## config.mk

```make
export PLATFORM = sky130hd
export DESIGN_NAME = xlat_mmu
export DESIGN_NICKNAME = d
export VERILOG_FILES = /design/src/rtl/xlat_pkg.sv /design/src/rtl/xlat_table.sv /design/src/rtl/xlat_lookup.sv /design/src/rtl/xlat_mmu.sv
export SDC_FILE = /design/constraint.sdc
export NUM_CORES = 1
export LEC_CHECK = 0
export BUFFER_PORTS_ARGS = -buffer_cell sky130_fd_sc_hd__buf_4
export CORE_UTILIZATION = 40
export CTS_CLUSTER_SIZE = 10
export DETAILED_ROUTE_END_ITERATION = 10
export PLACE_DENSITY = 0.64
export SYNTH_ARGS = -nofsm -noshare
export SYNTH_HDL_FRONTEND = slang
export SYNTH_SLANG_ARGS = --single-unit
```

## constraint.sdc

```tcl
create_clock -name clk -period 1.6 [get_ports clk]
set_input_delay 0.32 -clock clk [delete_from_list [all_inputs] [get_ports clk]]
set_output_delay 0.32 -clock clk [all_outputs]
set_load 0.05 [all_outputs]
```

## src/rtl/xlat_pkg.sv

```systemverilog
// Package xlat_pkg
// Purpose: address split, entry bit positions and the stored entry type
//          shared by the translator modules.
// Assumes: the entry bit positions are fixed by the software that writes
//          the table, so they are not parameters.
package xlat_pkg;
    localparam int VPN_W   = 3;                 // virtual page number bits
    localparam int OFF_W   = 5;                 // byte offset bits
    localparam int VA_W    = VPN_W + OFF_W;     // virtual address width
    localparam int PFN_W   = 3;                 // physical frame bits
    localparam int PA_W    = PFN_W + OFF_W;     // physical address width
    localparam int ENTRY_W = 8;                 // written entry width
    localparam int N_PAGES = 1 << VPN_W;        // table depth

    localparam int BIT_VALID = 7;
    localparam int BIT_PFN_L = 4;
    localparam int BIT_WP    = 3;

    // Fields of an entry that the table keeps; the reserved bits are dropped
    typedef struct packed {
        logic             valid;
        logic [PFN_W-1:0] pfn;
        logic             wprot;
    } pte_t;

    localparam int PTE_W = $bits(pte_t);
endpackage

```

## src/rtl/xlat_table.sv

```systemverilog
// Module xlat_table
// Purpose: holds one stored entry per virtual page. The entries load from
//          the configuration port and are read combinationally by page index.
// Assumes: a write becomes visible only after the clock edge that takes it,
//          so a read in the same cycle sees the old value.
module xlat_table
    import xlat_pkg::*;
(
    input  logic               clk,
    input  logic               rst_n,
    input  logic               wr_en,
    input  logic [VPN_W-1:0]   wr_idx,
    input  logic [ENTRY_W-1:0] wr_data,
    input  logic [VPN_W-1:0]   rd_idx,
    output pte_t               rd_pte
);
    pte_t tbl_q [N_PAGES];
    pte_t wr_pte;

    // Pick the kept fields out of the written word
    always_comb begin
        wr_pte.valid = wr_data[BIT_VALID];
        wr_pte.pfn   = wr_data[BIT_PFN_L +: PFN_W];
        wr_pte.wprot = wr_data[BIT_WP];
    end

    logic unused_rsvd;
    assign unused_rsvd = ^wr_data[BIT_WP-1:0];

    for (genvar g = 0; g < N_PAGES; g++) begin : g_entry
        // Clear entry g on reset, otherwise load it when it is addressed
        always_ff @(posedge clk) begin
            if (!rst_n) begin
                tbl_q[g] <= '0;
            end else if (wr_en && (wr_idx == VPN_W'(g))) begin
                tbl_q[g] <= wr_pte;
            end
        end
    end

    // Read port: the selected entry as it stands before this edge
    assign rd_pte = tbl_q[rd_idx];

    AST_WRITE_LANDS: assert property (@(posedge clk) disable iff (!rst_n)
        wr_en |=> (tbl_q[$past(wr_idx)] ==
                   {$past(wr_data[BIT_VALID]), $past(wr_data[BIT_PFN_L +: PFN_W]),
                    $past(wr_data[BIT_WP])}));
endmodule

```

## src/rtl/xlat_lookup.sv

```systemverilog
// Module xlat_lookup
// Purpose: combinational part of the translation. It turns one entry, the
//          access type and the offset into a physical address or a fault.
// Assumes: the caller registers the outputs. An invalid page takes priority
//          over write protection.
module xlat_lookup
    import xlat_pkg::*;
(
    input  pte_t             pte,
    input  logic             is_write,
    input  logic [OFF_W-1:0] offset,
    output logic [PA_W-1:0]  paddr,
    output logic             page_fault,
    output logic             prot_fault
);
    // Classify the access, then build the address only when it may proceed
    always_comb begin
        page_fault = !pte.valid;
        prot_fault = pte.valid && pte.wprot && is_write;
        if (page_fault || prot_fault) begin
            paddr = '0;
        end else begin
            paddr = {pte.pfn, offset};
        end
    end

    always_comb begin
        AST_LOOKUP_EXCL: assert (!(page_fault && prot_fault));
    end
endmodule

```

## src/rtl/xlat_mmu.sv

```systemverilog
// Module xlat_mmu
// Purpose: top of the paged translator. It joins the table, the lookup
//          logic and the single response register stage.
// Assumes: one request per cycle at most. The response is not held, so it
//          is valid only in the cycle after its request.
module xlat_mmu
    import xlat_pkg::*;
(
    input  logic               clk,
    input  logic               rst_n,
    input  logic               cfg_we,
    input  logic [VPN_W-1:0]   cfg_idx,
    input  logic [ENTRY_W-1:0] cfg_entry,
    input  logic               req_valid,
    input  logic               req_write,
    input  logic [VA_W-1:0]    req_vaddr,
    output logic               rsp_valid,
    output logic [PA_W-1:0]    rsp_paddr,
    output logic               rsp_page_fault,
    output logic               rsp_prot_fault
);
    pte_t            cur_pte;
    logic [PA_W-1:0] nxt_paddr;
    logic            nxt_pf;
    logic            nxt_wf;

    xlat_table u_table (
        .clk     (clk),
        .rst_n   (rst_n),
        .wr_en   (cfg_we),
        .wr_idx  (cfg_idx),
        .wr_data (cfg_entry),
        .rd_idx  (req_vaddr[VA_W-1 -: VPN_W]),
        .rd_pte  (cur_pte)
    );

    xlat_lookup u_lookup (
        .pte        (cur_pte),
        .is_write   (req_write),
        .offset     (req_vaddr[OFF_W-1:0]),
        .paddr      (nxt_paddr),
        .page_fault (nxt_pf),
        .prot_fault (nxt_wf)
    );

    // Response stage: capture the result of an accepted request, else idle
    always_ff @(posedge clk) begin
        if (!rst_n) begin
            rsp_valid      <= 1'b0;
            rsp_paddr      <= '0;
            rsp_page_fault <= 1'b0;
            rsp_prot_fault <= 1'b0;
        end else begin
            rsp_valid      <= req_valid;
            rsp_paddr      <= req_valid ? nxt_paddr : '0;
            rsp_page_fault <= req_valid && nxt_pf;
            rsp_prot_fault <= req_valid && nxt_wf;
        end
    end

    AST_RSP_AFTER_REQ: assert property (@(posedge clk) disable iff (!rst_n)
        req_valid |=> rsp_valid);
    AST_NO_RSP_WITHOUT_REQ: assert property (@(posedge clk) disable iff (!rst_n)
        !req_valid |=> !rsp_valid);
    AST_OFFSET_KEPT: assert property (@(posedge clk) disable iff (!rst_n)
        req_valid |=> (rsp_page_fault || rsp_prot_fault ||
                       rsp_paddr[OFF_W-1:0] == $past(req_vaddr[OFF_W-1:0])));
    AST_FAULT_ZERO_ADDR: assert property (@(posedge clk) disable iff (!rst_n)
        (rsp_page_fault || rsp_prot_fault) |-> (rsp_paddr == '0));
    AST_READ_NOT_PROT: assert property (@(posedge clk) disable iff (!rst_n)
        (req_valid && !req_write) |=> !rsp_prot_fault);
    AST_FAULTS_EXCL: assert property (@(posedge clk) disable iff (!rst_n)
        !(rsp_page_fault && rsp_prot_fault));
    AST_IDLE_QUIET: assert property (@(posedge clk) disable iff (!rst_n)
        !rsp_valid |-> (!rsp_page_fault && !rsp_prot_fault));
endmodule

```

### After elaboration in Yosys (flattened, before gate mapping)

Memory sizes are Yosys's and may differ from the RTL's.
Cells that the tools add are included.

| cells by class | value |
|---|---|
| shift-type cells | 0 |
| div/mod/pow operators | 0 |
| $mul | 0 |
| magnitude comparators | 0 |
| $add $sub $neg | 0 |
| bitwise operators | 10 |
| equal/unequal tests | 7 |
| reductions and logical operators | 16 |
| multiplexer cells | 33 |

Operators by type and width:

| cell | count |
|---|---|
| 5-bit two-way mux | 8 |
| 1-bit two-way mux | 25 |
| 3-bit equality test, second input constant | 4 |
| 1-bit logical AND | 12 |
| 1-bit bitwise OR | 8 |
| 3-bit by 2-bit equality test with 1-bit output, second input constant | 2 |
| 3-bit by 1-bit equality test with 1-bit output, second input constant | 1 |
| 3-bit logical NOT | 1 |
| 3-bit OR reduction | 1 |
| 1-bit NOT | 2 |
| 1-bit logical NOT | 1 |
| 1-bit logical OR | 1 |

| word-level totals | value |
|---|---|
| latch bits | 0 |
| bits in writable memories | 40 |
| memory bits (read-only) | 0 |
| bits of input ports | 24 |
| bits in registers | 11 |
| memories | 1 |

Memory list:

| name | words | bits a word | rd ports | clocked after memory_dff | wr ports | line | source |
|---|---|---|---|---|---|---|---|
| u_table.tbl_q | 8 | 5 | 1 | 0 | 8 | xlat_table.sv:17 | `pte_t tbl_q [N_PAGES];` |

### Depth between registers and ports, before layout

| depth | value |
|---|---|
| depth after elaboration | 6 |
| gate-level depth with buffers | 5 |
| gate-level depth less buffers | 4 |

### Hierarchy

From an unflattened synthesis, not the netlist that was laid out.

| second synthesis, totals | value |
|---|---|
| cell total of the unflattened synthesis | 162 |
| area, all modules | 2260.9 sq um |

By module, submodules not included:

| module | area each (sq um) | cells each | times used |
|---|---|---|---|
| xlat_table | 1888.1 | 127 | 1 |
| xlat_mmu | 309.0 | 24 | 1 |
| xlat_lookup | 63.8 | 11 | 1 |

### Worst setup path before layout

No wires, ideal clock.

| timing | value |
|---|---|
| path type | input to register |
| start | in req_vaddr[7] |
| end | reg rsp_paddr[5] |
| path buffers | 1 |
| stages | 5 |
| arrival | 1.282 ns |
| path slack | 0.252 ns |
| cells stage by stage | buf_2 -> mux4_2 -> a22oi_2 -> nand4_2 -> nor2_1 |

| between the ends | value |
|---|---|
| longest elaborated chain between the ends | 5 |
| elaborated cells between the ends (all ways) | 6 |

Ends and longest elaborated chain:

| item | line | source |
|---|---|---|
| start, declared | xlat_mmu.sv:16 | `input logic [VA_W-1:0] req_vaddr,` |
| memory read 8 x 5 bit * | -- |  |
| 1-bit logical AND (2 in series) | xlat_lookup.sv:19 | `prot_fault = pte.valid && pte.wprot && is_write;` |
| 1-bit logical OR | xlat_lookup.sv:20 | `if (page_fault \|\| prot_fault) begin` |
| 3-bit OR reduction (no source line) | -- |  |
| end signal, assigned | xlat_mmu.sv:55 | `rsp_paddr <= req_valid ? nxt_paddr : '0;` |
| end, declared | xlat_mmu.sv:18 | `output logic [PA_W-1:0] rsp_paddr,` |

Mark *: on every way between the ends. The rest lies on a longest branch, timed or not.
A chain may end at the register's enable or synchronous reset.

### Worst setup path in the final report

| timing | value |
|---|---|
| start | mem u_table.tbl_q[2][0] in the netlist's numbering |
| end | reg rsp_paddr[7] |

| between the ends | value |
|---|---|
| longest elaborated chain between the ends | 5 |

Ends and longest elaborated chain:

| item | line |
|---|---|
| start, declared | xlat_table.sv:17 |
| memory read 8 x 5 bit | -- |
| 1-bit logical AND (2 in series) | xlat_lookup.sv:19 |
| 1-bit logical OR | xlat_lookup.sv:20 |
| 3-bit OR reduction (no source line) | -- |

Every way passes these cells.

==> flow_summary.json <==
{
  "outcome": "complete, no violations",
  "total_clock_sinks": 51,
  "wirelength_met1_mm": 1.91,
  "cts.reportedPaths.clkPinSlew_ns": 0.09,
  "finish.instance_area_um2": 2670,
  "numCtsBuffers": 5,
  "post_layout_nonfiller_instances": 274,
  "wl_met3_um": 241,
  "clk_root_buffer_cell": "sky130_fd_sc_hd__clkbuf_8",
  "cts_tree": "built",
  "p_leak_nw": 1.04,
  "setup_viol_count_final": 0,
  "grt_max_degree": 15,
  "antenna_found_initial": 0,
  "multiInputGateArea_um2": 757,
  "final-hold-violation-count": 0,
  "synthXorXnorAreaFrac": 0,
  "synth.net_count": 183,
  "synth-warning-count": 0,
  "syn_avg_cell_area_um2": 13.9,
  "synth.mux.area_fraction": 0.114,
  "synth.top_cell.area_share": 0.544,
  "synth_seq_area_share": 0.644,
  "setup.reg_to_reg.worst_slack_ns": 0.1,
  "min_period_ns": 1.50,
  "seq_area_um2": 1420,
  "synth.cell_area_um2": 2210,
  "synth_simple_gate_area_frac": 0.187,
  "grt_setup_unrepaired": "yes",
  "power_report.internal_total_w": 0.00194,
  "first_global_vias": 1411,
  "finish.net_count": 227,
  "synth_top_family_by_area": "simple AND/OR/NAND/NOR gates",
  "synth_ff_type": "sky130_fd_sc_hd__edfxtp_1",
  "vias_per_cell": 4.98,
  "vdd_drop_max_mv": 0.481,
  "drv_slew": 0,
  "core_region_area_um2": 5200,
  "critical_path.max_fanout": 8,
  "timing.clock.skew_ns": 0.00838,
  "wl_met2_mm": 2.17,
  "drt-pass1-iter-count": 5,
  "gp_congestion": 0.770,
  "p_per_area_nw_per_um2": 953,
  "maxCapViolations": 0,
  "globalRouteOverflowTotal": 0,
  "wire_length_of_the_first_global_routing_pass_mm": 7.27,
  "asyncSetResetFlopFracSynth": 0,
  "area_growth_syn_to_layout_pct": 21.1,
  "post_synth_num_cell_types": 25,
  "power.share.clock": 0.277,
  "timing.fmax_ghz": 0.666,
  "yosys-top-cells-area": "sky130_fd_sc_hd__edfxtp_1, sky130_fd_sc_hd__and2_1, sky130_fd_sc_hd__dfxtp_1",
  "synth.cells.most_frequent": "sky130_fd_sc_hd__and2_1, sky130_fd_sc_hd__edfxtp_1, sky130_fd_sc_hd__nor2_1",
  "timing.final.ws_setup_ns": 0.0990,
  "critical_path_capture_point_type": "flop",
  "synth_compound_area_frac": 0.0368,
  "final_layout_size_suffix_gt1_frac": 0.284,
  "p_seq_frac": 0.601,
  "combinational_power_share": 0.122,
  "route.antenna.remaining_nets": 0,
  "die_w_um": 76.3,
  "holdCritPathClass": "in2reg",
  "placement_rows": 26,
  "route.detailed.drc": 0,
  "cell_area_after_placement_um2": 2580,
  "cp_data_arrival_time_ns": 1.75,
  "synth.largest_area_cell": "sky130_fd_sc_hd__edfxtp_1",
  "gr-usage-all-layers": 0.171,
  "clockBufferDepth": 2,
  "num_antenna_cells": 0,
  "num_io_pins": 35,
  "numPlacedInstances": 266,
  "criticalPathCategory": "reg2reg",
  "placement.setup.worst_slack_ns": 0.0107,
  "routed-via-count": 1364,
  "yosys.area_share.adder": 0,
  "area_of_the_die_um2": 5820,
  "worstMarginPinSlew_ns": 0.547,
  "min_period_over_period": 0.938,
  "post_drt_wl_per_cell_um": 16.0,
  "synth_enable_flop_cells": 40,
  "post_synth_inst_count": 159,
  "top_signal_layer_used": "met4",
  "port_buffers": 31,
  "clock_insertion_delay_worst_skew_ns": 0.31,
  "fillerInstances": 474,
  "crit_path_start_kind": "flop",
  "synth.ff_latch_count": 51,
  "slew-limit-headroom": 0.633,
  "switchingPower_w": 0.000603,
  "initial_drt_markers": 55,
  "crit_required_ns": 1.85,
  "cts.htree.levels": 2,
  "netSwitchingFraction": 0.237,
  "drt_wl_total_mm": 4.38,
  "effective_utilization_at_floorplan": 0.424,
  "die_h_um": 76.3,
  "synth.most_common_cell": "sky130_fd_sc_hd__and2_1",
  "dpl.hpwl_mm": 3.32
}
[layer usage]
| metal | up-vias | track usage |
|---|---|---|
| li1 | 652 | - |
| met1 | 655 | 0.211 |
| met2 | 51 | 0.283 |
| met3 | 6 | 0.0479 |
| met4 | 0 | 0.0692 |
| met5 | - | 0 |
[placed cells by master (no fill, tap or decap)]
master	instances
sky130_fd_sc_hd__a2bb2oi_1	1
sky130_fd_sc_hd__and4b_1	1
sky130_fd_sc_hd__o31ai_1	2
sky130_fd_sc_hd__nand2_1	3
sky130_fd_sc_hd__nand4_4	1
sky130_fd_sc_hd__a22oi_1	1
sky130_fd_sc_hd__nand3b_1	1
sky130_fd_sc_hd__o21ai_0	6
sky130_fd_sc_hd__nor3_1	2
sky130_fd_sc_hd__nor2_2	1
sky130_fd_sc_hd__clkbuf_1	1
sky130_fd_sc_hd__mux4_2	8
sky130_fd_sc_hd__nand2b_1	3
sky130_fd_sc_hd__mux2i_1	6
sky130_fd_sc_hd__clkinv_1	2
sky130_fd_sc_hd__nand3_1	1
sky130_fd_sc_hd__dfxtp_1	11
sky130_fd_sc_hd__edfxtp_1	40
sky130_fd_sc_hd__a22oi_2	1
sky130_fd_sc_hd__nor2_1	14
sky130_fd_sc_hd__inv_1	5
sky130_fd_sc_hd__and2_1	42
sky130_fd_sc_hd__mux2_2	1
sky130_fd_sc_hd__nor2b_1	3
sky130_fd_sc_hd__buf_4	41
sky130_fd_sc_hd__clkbuf_8	5
sky130_fd_sc_hd__a21boi_0	1
[power by group through the flow]
stage | logic (W) | registers, W | clock network (W)
after floorplan | 0.000137 | 0.00159 | 0
after global placement | 0.000302 | 0.00156 | 0
after detailed placement | 0.000309 | 0.00156 | 0
after CTS | 0.000310 | 0.00153 | 0.000719
after global routing | 0.000335 | 0.00154 | 0.000771
final | 0.000311 | 0.00153 | 0.000705
[path summary, 6_finish.rpt]
check | start | endpoint | depth (start not counted)
hold / removal | req_vaddr[4] | rsp_paddr[4] | 3
setup / recovery | u_table.tbl_q[2][0] | rsp_paddr[7] | 4
hold reg to reg | u_table.tbl_q[4][1] | rsp_paddr[5] | 3
setup reg to reg | u_table.tbl_q[2][0] | rsp_paddr[7] | 4
[stage by stage]
| step | hold WS (ns) | utilization | setup TNS (ns) | power, W |
|---|---|---|---|---|
| final | 0.222 | 0.513 | 0 | 0.00255 |
| after global routing | 0.216 | 0.513 | -0.0738 | 0.00264 |
| after CTS | 0.217 | 0.511 | 0 | 0.00256 |
| after detailed placement | 0.539 | 0.496 | 0 | 0.00187 |
| after global placement | 0.535 | 0.496 | 0 | 0.00186 |
| after floorplan | 0.432 | - | 0 | 0.00173 |
[layout make-up]
class | count | area share
clock buffers | 6 | 0.0272
clock inverters | 2 | 0.00281
inverters | 5 | 0.00702
multi-input cells | 99 | 0.283
flip-flops and latches | 51 | 0.532
well taps | 70 | 0.0328
repair buffers | 41 | 0.115
[critical path, cell delays in order (launching register included)]
cell,delay [ns]
sky130_fd_sc_hd__edfxtp_1,0.42
sky130_fd_sc_hd__mux4_2,0.48
sky130_fd_sc_hd__a22oi_2,0.24
sky130_fd_sc_hd__nand4_4,0.17
sky130_fd_sc_hd__nor2_1,0.13
[timing repair]
action / CTS / global route
setup endpoints to repair: 0 / 8
endpoints found under the hold margin: 0 / 0
resized for setup: 0 / 2
buffers inserted: 0 / 0
hold buffers: 0 / 0
[state kept, by name, summed over array words and instances (netlist names)]
register        count
rsp_valid           1
rsp_prot_fault      1
u_table.tbl_q      40
rsp_page_fault      1
rsp_paddr           8
[logic make-up (layout without fill, tap and decap cells)]
logic type	Yosys count	after routing
multiplexers	15	15
AO/OA/AOI/OAI	12	12
buffers and inverters	9	54
AND/OR/NAND/NOR	72	72
flip-flops	51	51
Power figures use the tool's default switching activity.
